$ cat src/rtl/efc_pkg.sv
package efc_pkg;

    // Register bank selector, taken from byte address bits [7:5]
    typedef enum logic [2:0] {
        BK_RAW   = 3'd0,
        BK_SET   = 3'd1,
        BK_CLR   = 3'd2,
        BK_RSVD  = 3'd3,
        BK_IMASK = 3'd4,
        BK_IMSKD = 3'd5,
        BK_XMASK = 3'd6,
        BK_XMSKD = 3'd7
    } bank_e;

    // Read responder states
    typedef enum logic {
        RD_IDLE = 1'b0,
        RD_RESP = 1'b1
    } rd_state_e;

    // Byte address of the single-event trigger register
    localparam int unsigned TRIG_OFFSET = 32'h1C0;

endpackage

$ cat src/rtl/efc_group.sv
module efc_group #(
    parameter int GW = 32
) (
    input  logic          clk,
    input  logic          rst_n,
    input  logic [GW-1:0] evt,
    input  logic [GW-1:0] sw_set,
    input  logic [GW-1:0] sw_clr,
    input  logic          imask_we,
    input  logic          xmask_we,
    input  logic [GW-1:0] mask_wdata,
    output logic [GW-1:0] flag_q,
    output logic [GW-1:0] imask_q,
    output logic [GW-1:0] xmask_q,
    output logic          irq_o,
    output logic          exc_o
);

    logic [GW-1:0] flag_d;

    // set sources are OR'ed after the clear so a colliding event survives
    always_comb begin
        flag_d = (flag_q & ~sw_clr) | sw_set | evt;
    end

    always_ff @(posedge clk or negedge rst_n) begin
        if (!rst_n) begin
            flag_q <= '0;
        end else begin
            flag_q <= flag_d;
        end
    end

    always_ff @(posedge clk or negedge rst_n) begin
        if (!rst_n) begin
            imask_q <= '1;
            xmask_q <= '1;
        end else begin
            if (imask_we) imask_q <= mask_wdata;
            if (xmask_we) xmask_q <= mask_wdata;
        end
    end

    assign irq_o = |(flag_q & ~imask_q);
    assign exc_o = |(flag_q & ~xmask_q);

endmodule

$ cat src/rtl/efc_regif.sv
module efc_regif
    import efc_pkg::*;
#(
    parameter int NG = 4,
    parameter int GW = 32,
    parameter int AW = 9
) (
    input  logic                   clk,
    input  logic                   rst_n,
    input  logic                   wr_en,
    input  logic                   rd_en,
    input  logic [AW-1:0]          addr,
    input  logic [GW-1:0]          wdata,
    input  logic [NG-1:0][GW-1:0]  flags,
    input  logic [NG-1:0][GW-1:0]  imask,
    input  logic [NG-1:0][GW-1:0]  xmask,
    output logic [NG-1:0][GW-1:0]  sw_set,
    output logic [NG-1:0][GW-1:0]  sw_clr,
    output logic [NG-1:0]          imask_we,
    output logic [NG-1:0]          xmask_we,
    output logic [NG*GW-1:0]       trig_evt,
    output logic [GW-1:0]          rdata,
    output logic                   rvalid
);

    localparam int NE = NG * GW;
    localparam int EW = $clog2(NE);

    bank_e       bank;
    logic [2:0]  word;
    logic        low_ok;
    logic        trig_hit;
    logic [GW-1:0] rd_mux;
    rd_state_e   state_q;
    rd_state_e   state_d;

    assign bank     = bank_e'(addr[7:5]);
    assign word     = addr[4:2];
    assign low_ok   = (addr[AW-1:8] == '0) && (addr[1:0] == 2'b00);
    assign trig_hit = wr_en && (addr == AW'(TRIG_OFFSET));

    assign trig_evt = trig_hit ? ({{(NE-1){1'b0}}, 1'b1} << wdata[EW-1:0]) : '0;

    // per-group write decode
    for (genvar g = 0; g < NG; g++) begin : g_wr
        logic hit;
        assign hit         = wr_en && low_ok && (word == 3'(g));
        assign sw_set[g]   = (hit && bank == BK_SET) ? wdata : '0;
        assign sw_clr[g]   = (hit && bank == BK_CLR) ? wdata : '0;
        assign imask_we[g] = hit && (bank == BK_IMASK);
        assign xmask_we[g] = hit && (bank == BK_XMASK);
    end

    // read selection
    always_comb begin
        rd_mux = '0;
        for (int g = 0; g < NG; g++) begin
            if (low_ok && word == 3'(g)) begin
                unique case (bank)
                    BK_RAW:   rd_mux = flags[g];
                    BK_IMASK: rd_mux = imask[g];
                    BK_IMSKD: rd_mux = flags[g] & ~imask[g];
                    BK_XMASK: rd_mux = xmask[g];
                    BK_XMSKD: rd_mux = flags[g] & ~xmask[g];
                    BK_SET, BK_CLR, BK_RSVD: rd_mux = '0;
                endcase
            end
        end
    end

    // responder next state
    always_comb begin
        unique case (state_q)
            RD_IDLE: state_d = rd_en ? RD_RESP : RD_IDLE;
            RD_RESP: state_d = rd_en ? RD_RESP : RD_IDLE;
        endcase
    end

    // state register
    always_ff @(posedge clk or negedge rst_n) begin
        if (!rst_n) begin
            state_q <= RD_IDLE;
        end else begin
            state_q <= state_d;
        end
    end

    // output register
    always_ff @(posedge clk or negedge rst_n) begin
        if (!rst_n) begin
            rdata <= '0;
        end else if (rd_en) begin
            rdata <= rd_mux;
        end
    end

    assign rvalid = (state_q == RD_RESP);

endmodule

$ cat src/rtl/event_flag_combiner.sv
module event_flag_combiner #(
    parameter int NUM_GROUPS = 4,
    parameter int GROUP_W    = 32,
    parameter int ADDR_W     = 9
) (
    input  logic                                clk,
    input  logic                                rst_n,
    input  logic [NUM_GROUPS*GROUP_W-1:NUM_GROUPS] evt_in,
    input  logic                                wr_en,
    input  logic                                rd_en,
    input  logic [ADDR_W-1:0]                   addr,
    input  logic [GROUP_W-1:0]                  wdata,
    output logic [GROUP_W-1:0]                  rdata,
    output logic                                rvalid,
    output logic [NUM_GROUPS-1:0]               irq_out,
    output logic                                exc_out
);

    localparam int NE = NUM_GROUPS * GROUP_W;

    logic [NUM_GROUPS-1:0][GROUP_W-1:0] flags;
    logic [NUM_GROUPS-1:0][GROUP_W-1:0] imask;
    logic [NUM_GROUPS-1:0][GROUP_W-1:0] xmask;
    logic [NUM_GROUPS-1:0][GROUP_W-1:0] sw_set;
    logic [NUM_GROUPS-1:0][GROUP_W-1:0] sw_clr;
    logic [NUM_GROUPS-1:0]              imask_we;
    logic [NUM_GROUPS-1:0]              xmask_we;
    logic [NE-1:0]                      trig_evt;
    logic [NE-1:0]                      evt_all;
    logic [NUM_GROUPS-1:0]              irq_w;
    logic [NUM_GROUPS-1:0]              exc_w;
    logic [NE-1:0]                      flag_all;
    logic [NE-1:0]                      imask_all;
    logic [NE-1:0]                      xmask_all;

    // combined interrupts re-enter as the lowest events
    assign evt_all = {evt_in, irq_w} | trig_evt;

    efc_regif #(
        .NG (NUM_GROUPS),
        .GW (GROUP_W),
        .AW (ADDR_W)
    ) u_regif (
        .clk      (clk),
        .rst_n    (rst_n),
        .wr_en    (wr_en),
        .rd_en    (rd_en),
        .addr     (addr),
        .wdata    (wdata),
        .flags    (flags),
        .imask    (imask),
        .xmask    (xmask),
        .sw_set   (sw_set),
        .sw_clr   (sw_clr),
        .imask_we (imask_we),
        .xmask_we (xmask_we),
        .trig_evt (trig_evt),
        .rdata    (rdata),
        .rvalid   (rvalid)
    );

    for (genvar g = 0; g < NUM_GROUPS; g++) begin : g_grp
        efc_group #(
            .GW (GROUP_W)
        ) u_group (
            .clk        (clk),
            .rst_n      (rst_n),
            .evt        (evt_all[g*GROUP_W +: GROUP_W]),
            .sw_set     (sw_set[g]),
            .sw_clr     (sw_clr[g]),
            .imask_we   (imask_we[g]),
            .xmask_we   (xmask_we[g]),
            .mask_wdata (wdata),
            .flag_q     (flags[g]),
            .imask_q    (imask[g]),
            .xmask_q    (xmask[g]),
            .irq_o      (irq_w[g]),
            .exc_o      (exc_w[g])
        );
        assign flag_all[g*GROUP_W +: GROUP_W]  = flags[g];
        assign imask_all[g*GROUP_W +: GROUP_W] = imask[g];
        assign xmask_all[g*GROUP_W +: GROUP_W] = xmask[g];
    end

    assign irq_out = irq_w;
    assign exc_out = |exc_w;

endmodule

$ cat config.mk
export PLATFORM = sky130hd
export DESIGN_NAME = event_flag_combiner
export DESIGN_NICKNAME = d
export VERILOG_FILES = /design/src/rtl/efc_pkg.sv /design/src/rtl/efc_group.sv /design/src/rtl/efc_regif.sv /design/src/rtl/event_flag_combiner.sv
export SDC_FILE = /design/constraint.sdc
export NUM_CORES = 1
export LEC_CHECK = 0
export BUFFER_PORTS_ARGS = -buffer_cell sky130_fd_sc_hd__buf_2
export CAP_MARGIN = 20
export CORE_MARGIN = 2
export CORE_UTILIZATION = 45
export CTS_CLUSTER_DIAMETER = 30
export DETAILED_ROUTE_END_ITERATION = 10
export PLACE_DENSITY = 0.65
export SYNTH_ARGS = -nofsm -noshare
export SYNTH_HDL_FRONTEND = slang
export SYNTH_HIERARCHICAL = 1
export SYNTH_SLANG_ARGS = --single-unit
export TNS_END_PERCENT = 20
$ cat constraint.sdc
create_clock -name clk -period 1.7 [get_ports clk]
set_clock_uncertainty 0.2 [all_clocks]
set_input_delay 0.255 -clock clk [delete_from_list [all_inputs] [get_ports clk]]
set_output_delay 0.255 -clock clk [all_outputs]
set_load 0.02 [all_outputs]
Yosys cells after proc, flatten, opt, wreduce, memory -nomap -nowiden
Index checks and enable logic that the tools add are counted.
{"block": "classes", "n_mux": 18, "n_bitwise": 34, "shifts": 1, "n_eq_ne": 11, "reduce_logical": 36}
{"cell": "$pmux W32 S6", "n": 4}
{"cell": "$and A32 B32 Y32", "n": 12}
{"cell": "$mux W32", "n": 12}
{"cell": "$not A32 Y32", "n": 12}
{"cell": "$or A32 B32 Y32", "n": 8}
{"cell": "$mux W128", "n": 1}
{"cell": "$or A128 B128 Y128", "n": 1}
{"cell": "$reduce_or A128 Y1", "n": 1}
{"cell": "$reduce_or A32 Y1", "n": 4}
{"cell": "$shl A1 B7 Y128 const A", "n": 1}
{"cell": "$logic_and A1 B1 Y1", "n": 27}
{"cell": "$eq A3 B2 Y1 const B", "n": 4}
{"cell": "$eq A3 B3 Y1 const B", "n": 4}
{"cell": "$eq A9 B9 Y1 const B", "n": 1}
{"cell": "$eq A3 B1 Y1 const B", "n": 2}
{"cell": "$logic_not A3 Y1", "n": 2}
{"cell": "$reduce_or A3 Y1", "n": 1}
{"cell": "$logic_not A2 Y1", "n": 1}
{"cell": "$mux W1", "n": 1}
{"cell": "$not A1 Y1", "n": 1}
{"block": "word_totals", "wordCells": 114, "input_bits": 169, "output_inout_bits": 38, "ff_bits": 417}

Depth between registers and ports, before layout
{"block": "logic_depth", "word_depth": 10, "ltp_mapped": 10, "mapped_depth_nobuf": 8}

Cells and area by module
The synthesis kept the hierarchy.
{"module": "efc_group", "seq_area_each_um2": 2482.4, "instances": 4, "cells_per_inst": 306, "area_each_um2": 4234.1}
{"module": "efc_regif", "seq_area_each_um2": 825.8, "instances": 1, "cells_per_inst": 1325, "area_each_um2": 8889.8}
{"module": "event_flag_combiner", "seq_area_each_um2": 0.0, "instances": 1, "cells_per_inst": 129, "area_each_um2": 808.3}

Worst setup path before layout
OpenSTA, ideal clock, no wires.
{"block": "synth_timing", "path_kind": "input to register", "startpoint": "input port addr[1]", "endpoint": "register g_grp[2].u_group.xmask_q[10]", "n_path_buf": 5, "arrival_ps": 2263, "setup_slack_ps": -846, "t_required_ps": 1418, "setup_ps": 82, "cell_stages": 9, "path_cell_list": "or3_1 -> buf_2 -> or4b_4 -> buf_6 -> clkbuf_1 -> nor2_1 -> buf_6 -> buf_12 -> mux2_4"}
{"block": "synth_between", "elab_chain_len": 5}
{"item": "from (decl)", "line_no": "event_flag_combiner.sv:11", "source": "input logic [ADDR_W-1:0] addr,"}
{"item": "$logic_not A2 Y1", "line_no": "efc_regif.sv:39", "source": "assign low_ok = (addr[AW-1:8] == '0) && (addr[1:0] == 2'b00);"}
{"item": "$logic_and A1 B1 Y1", "line_no": "efc_regif.sv:39"}
{"item": "$logic_and A1 B1 Y1 (2 in a row)", "line_no": "efc_regif.sv:47", "source": "assign hit = wr_en && low_ok && (word == 3'(g));"}
{"item": "$logic_and A1 B1 Y1", "line_no": "efc_regif.sv:51", "source": "assign xmask_we[g] = hit && (bank == BK_XMASK);"}
{"item": "named net xmask_we[2]", "line_no": "event_flag_combiner.sv:27", "source": "logic [NUM_GROUPS-1:0] xmask_we;"}
{"item": "to (signal assigned)", "line_no": "efc_group.sv:40", "source": "if (xmask_we) xmask_q <= mask_wdata;"}
{"item": "to (decl)", "line_no": "efc_group.sv:14", "source": "output logic [GW-1:0] xmask_q,"}
The timed path passes the listed nets, and every way through them passes these cells.
A chain may end at the register's enable or synchronous reset.

Final worst setup path
{"block": "layout_timing", "startpoint": "register g_grp[3].u_group.flag_q[7]", "endpoint": "output port exc_out"}
{"block": "layout_between", "elab_chain_len": 2}
{"item": "from (decl)", "line_no": "efc_group.sv:12", "source": "output logic [GW-1:0] flag_q,"}
{"item": "from (signal assigned)", "line_no": "efc_group.sv:30", "source": "flag_q <= flag_d;"}
{"item": "$and A32 B32 Y32", "line_no": "efc_group.sv:45", "source": "assign exc_o = |(flag_q & ~xmask_q);"}
{"item": "$reduce_or A128 Y1", "line_no": "event_flag_combiner.sv:86", "source": "assign exc_out = |exc_w;"}
{"item": "to (decl)", "line_no": "event_flag_combiner.sv:16", "source": "output logic exc_out"}
Every way passes these cells.

==> results.cfg <==
[routing]
viasPerCell = 5.96
drc_errors = 0
antenna_left = 0
drtPass1Iterations = 6
first_iter_violations = 3146
vias = 28200
drt-wirelength-per-cell_um = 27.8
drt-total-wl_um = 131000

[die]
start_util = 0.453
core-area_um2 = 58800
io_pins = 207
die_h_um = 247
die_w_um = 247
die_area_um2 = 61100
row_count = 89

[clock_tree]
clock_latency_ns = 0.68
clock-sinks = 417
htreeDepth = 3
path_clk_slew_ns = 0.05
cts-root-buf = clkbuf_16
cts_tree = yes
cts_buffers = 113
clk_path_buf_depth = 3

[logic_synthesis]
yosysWarnings = 6
yosys-top-cells-area = dfstp_2 25%, dfrtp_1 15%, mux2_4 14%, and2_1 5.9%, mux2i_1 5.3%
synth_area_um2 = 26600
synth.yosys.seq_area_share = 0.404
synth_ff_type = dfstp_2
syn_avg_cell_area_um2 = 9.95
ys_seq_elements = 417
yosysUniqueCellTypes = 49
synth_most_common_cell = nor2_1
syn-num-nets = 2847
synth_top_area_cell = dfstp_2
synthTopCellsByCount = 311 x nor2_1, 256 x dfstp_2, 253 x and2_1
synth_top_area_share = 0.253
synthCells = 2678
synth_edf_count = 0
async_flop_share = 1.00

[run]
max_cap_viol_count = 0

[sta]
period_share = 2.02
rsz0062_at_grt = yes
setup_viol = 264
hold_ws_ns = -0.0594
slew_viol_final = 0
fin_crit_ns = 3.44
worst_slew_pin_slew_ns = 0.799
finalSetupTns_ns = -50.47
hold_viol = 1
max-slew-margin-rel = 0.466
fmax_mhz = 291
setup_slack_ns = -1.74

[worst_setup_path]
crit_path_start_kind = flop
cp_slowest_cell = or4_4
crit_chain = inv_2 -> o22ai_2 -> nor4_4 -> nand4_1 -> or4_4 -> buf_6
crit_arrival_ns = 2.99
reg2reg_slack_ns = -0.75
cp_max_fo = 3
reg2regPathDepth = 12
crit_type = flop to primary output
cp_slowest_stage_delay_ns = 0.67
required_ns = 1.24
critPathCaptureType = primary output

[cells_and_area]
nNetsFinal = 4019
multi_input_area_um2 = 16100
seqCellArea_um2 = 10800
syn_to_final_growth_pct = 63.5
nFillCells = 3840
drive_gt1_frac = 0.588

[global_routing]
grt_pass1_vias = 28600
antenna_found_initial = 8
grt_first_pass_wirelength_um = 186000
grt_usage = 0.416
grt_overflow_total = 0
grt_max_degree = 61

[power_and_ir_drop]
total_power_mw = 38.7
p_leak_nw = 20.3
power_density_nw_per_um2 = 888
vdd_drop_max_mv = 0.930

[worst_hold_path]
hold_depth = 4
holdCritPathClass = primary input to flop

[outcome]
outcome = finished, violations left
violations = negative hold slack, negative setup slack

[placement]
hpwl_um = 88000
place_congestion = 0.995
numPortBuffers = 206
## worst max-delay path, delay by kind of cell, from the launching register on
kind | cells | cell delay, ns
and+or+nand+nor | 3 | 1.48
buffers and inverters | 2 | 0.28
AOI/OAI and AO/OA | 1 | 0.13
DFF | 1 | 0.41
## path summary, 6_finish.rpt
| path | startpoint | end |
|---|---|---|
| worst max-delay path | g_grp[3].u_group/flag_q[7] | exc_out |
| worst min-delay path | wdata[0] | g_grp[3].u_group/flag_q[0] |
| worst max register to register | g_grp[3].u_group/flag_q[28] | g_grp[0].u_group/flag_q[3] |
| worst min register to register | u_regif/rdata[9] | u_regif/rdata[9] |
| max in group asynchronous | rst_n | g_grp[0].u_group/flag_q[30] |
| min in group asynchronous | rst_n | g_grp[0].u_group/xmask_q[24] |
## cell usage in the layout, fill, tap and decap left out, types with 15 or more instances in the layout
| cell type | synthesis | routed |
|---|---|---|
| and2_4 | 0 | 55 |
| mux2i_2 | 0 | 20 |
| nand2b_1 | 20 | 20 |
| o221ai_2 | 0 | 16 |
| nand3_1 | 41 | 36 |
| inv_1 | 144 | 112 |
| o21ai_0 | 174 | 97 |
| clkinv_2 | 0 | 22 |
| mux2_2 | 72 | 42 |
| clkbuf_16 | 0 | 120 |
| dfrtp_1 | 161 | 158 |
| buf_12 | 24 | 81 |
| nor4_1 | 32 | 15 |
| buf_4 | 0 | 692 |
| a22oi_1 | 58 | 52 |
| o21ai_2 | 0 | 24 |
| inv_2 | 0 | 32 |
| nand2_1 | 114 | 110 |
| dlygate4sd3_1 | 0 | 152 |
| nor2_2 | 2 | 48 |
| dfstp_2 | 256 | 256 |
| mux2_4 | 240 | 270 |
| clkbuf_8 | 0 | 28 |
| nor2_1 | 311 | 245 |
| a221o_1 | 24 | 21 |
| bufinv_16 | 0 | 26 |
| and2_1 | 253 | 198 |
| o22ai_2 | 0 | 21 |
| buf_6 | 12 | 93 |
| o22ai_1 | 142 | 105 |
| mux2i_1 | 142 | 111 |
| a21oi_1 | 28 | 26 |
| or2_2 | 139 | 132 |
| buf_2 | 18 | 180 |
| o21ai_1 | 0 | 52 |
| o22ai_4 | 0 | 16 |
| nor2_4 | 0 | 20 |
## through the flow
stage	hold WS [ns]	setup slack, ns	std cells	cell area (um2)	utilization
CTS	0.000631	-1.75	4698	42400	0.720
global route	0.00868	-1.74	4725	43600	0.741
global placement	-0.0520	-1.40	4284	34500	0.587
finish	-0.0594	-1.74	4726	43600	0.741
floorplan	-0.241	-0.750	2678	26700	-
detailed placement	-0.0528	-1.42	4284	34500	0.587
## report_power, final
| group | switching, mW | leakage (nW) | internal, mW |
|---|---|---|---|
| logic | 2.11 | 14.0 | 1.82 |
| clock network | 6.93 | 2.11 | 17.3 |
| registers | 0.159 | 4.21 | 10.3 |
## metal layers
layer | vias to the layer above | part of all wire | GRT usage
met5 | - | 0.00027 | 0
met3 | 546 | 0.11 | 0.125
met4 | 6 | 0.084 | 0.284
met1 | 13800 | 0.38 | 0.517
li1 | 11800 | - | -
met2 | 1957 | 0.43 | 0.620
## registers in the layout, indices dropped and copies added, names as in the netlist
name / flops
g_grp.u_group/flag_q: 128
g_grp.u_group/imask_q: 128
g_grp.u_group/xmask_q: 128
u_regif/rdata: 32
u_regif/rvalid: 1
## cell type report
cell class,instances,area share
Inverter,146,0.0126
Multi-Input combinational cell,1948,0.369
Tap cell,773,0.0222
Sequential cell,417,0.247
Clock inverter,65,0.0241
Clock buffer,151,0.0754
Antenna cell,2,0.000115
Timing Repair Buffer,1224,0.250
## kinds of logic after synthesis
family	share of synthesized area
compound gates	0.131
buf+inv	0.0631
flops	0.404
mux	0.219
simple gates	0.183
## timing repair
action	CTS	global route
gates cloned	13	7
buffers inserted	43	32
pin swaps	102	87
endpoints found under the hold margin	650	3
endpoints found under the setup margin	382	375
hold buffers	152	2
gates resized for setup	312	342
Power figures use the tool's default switching activity.
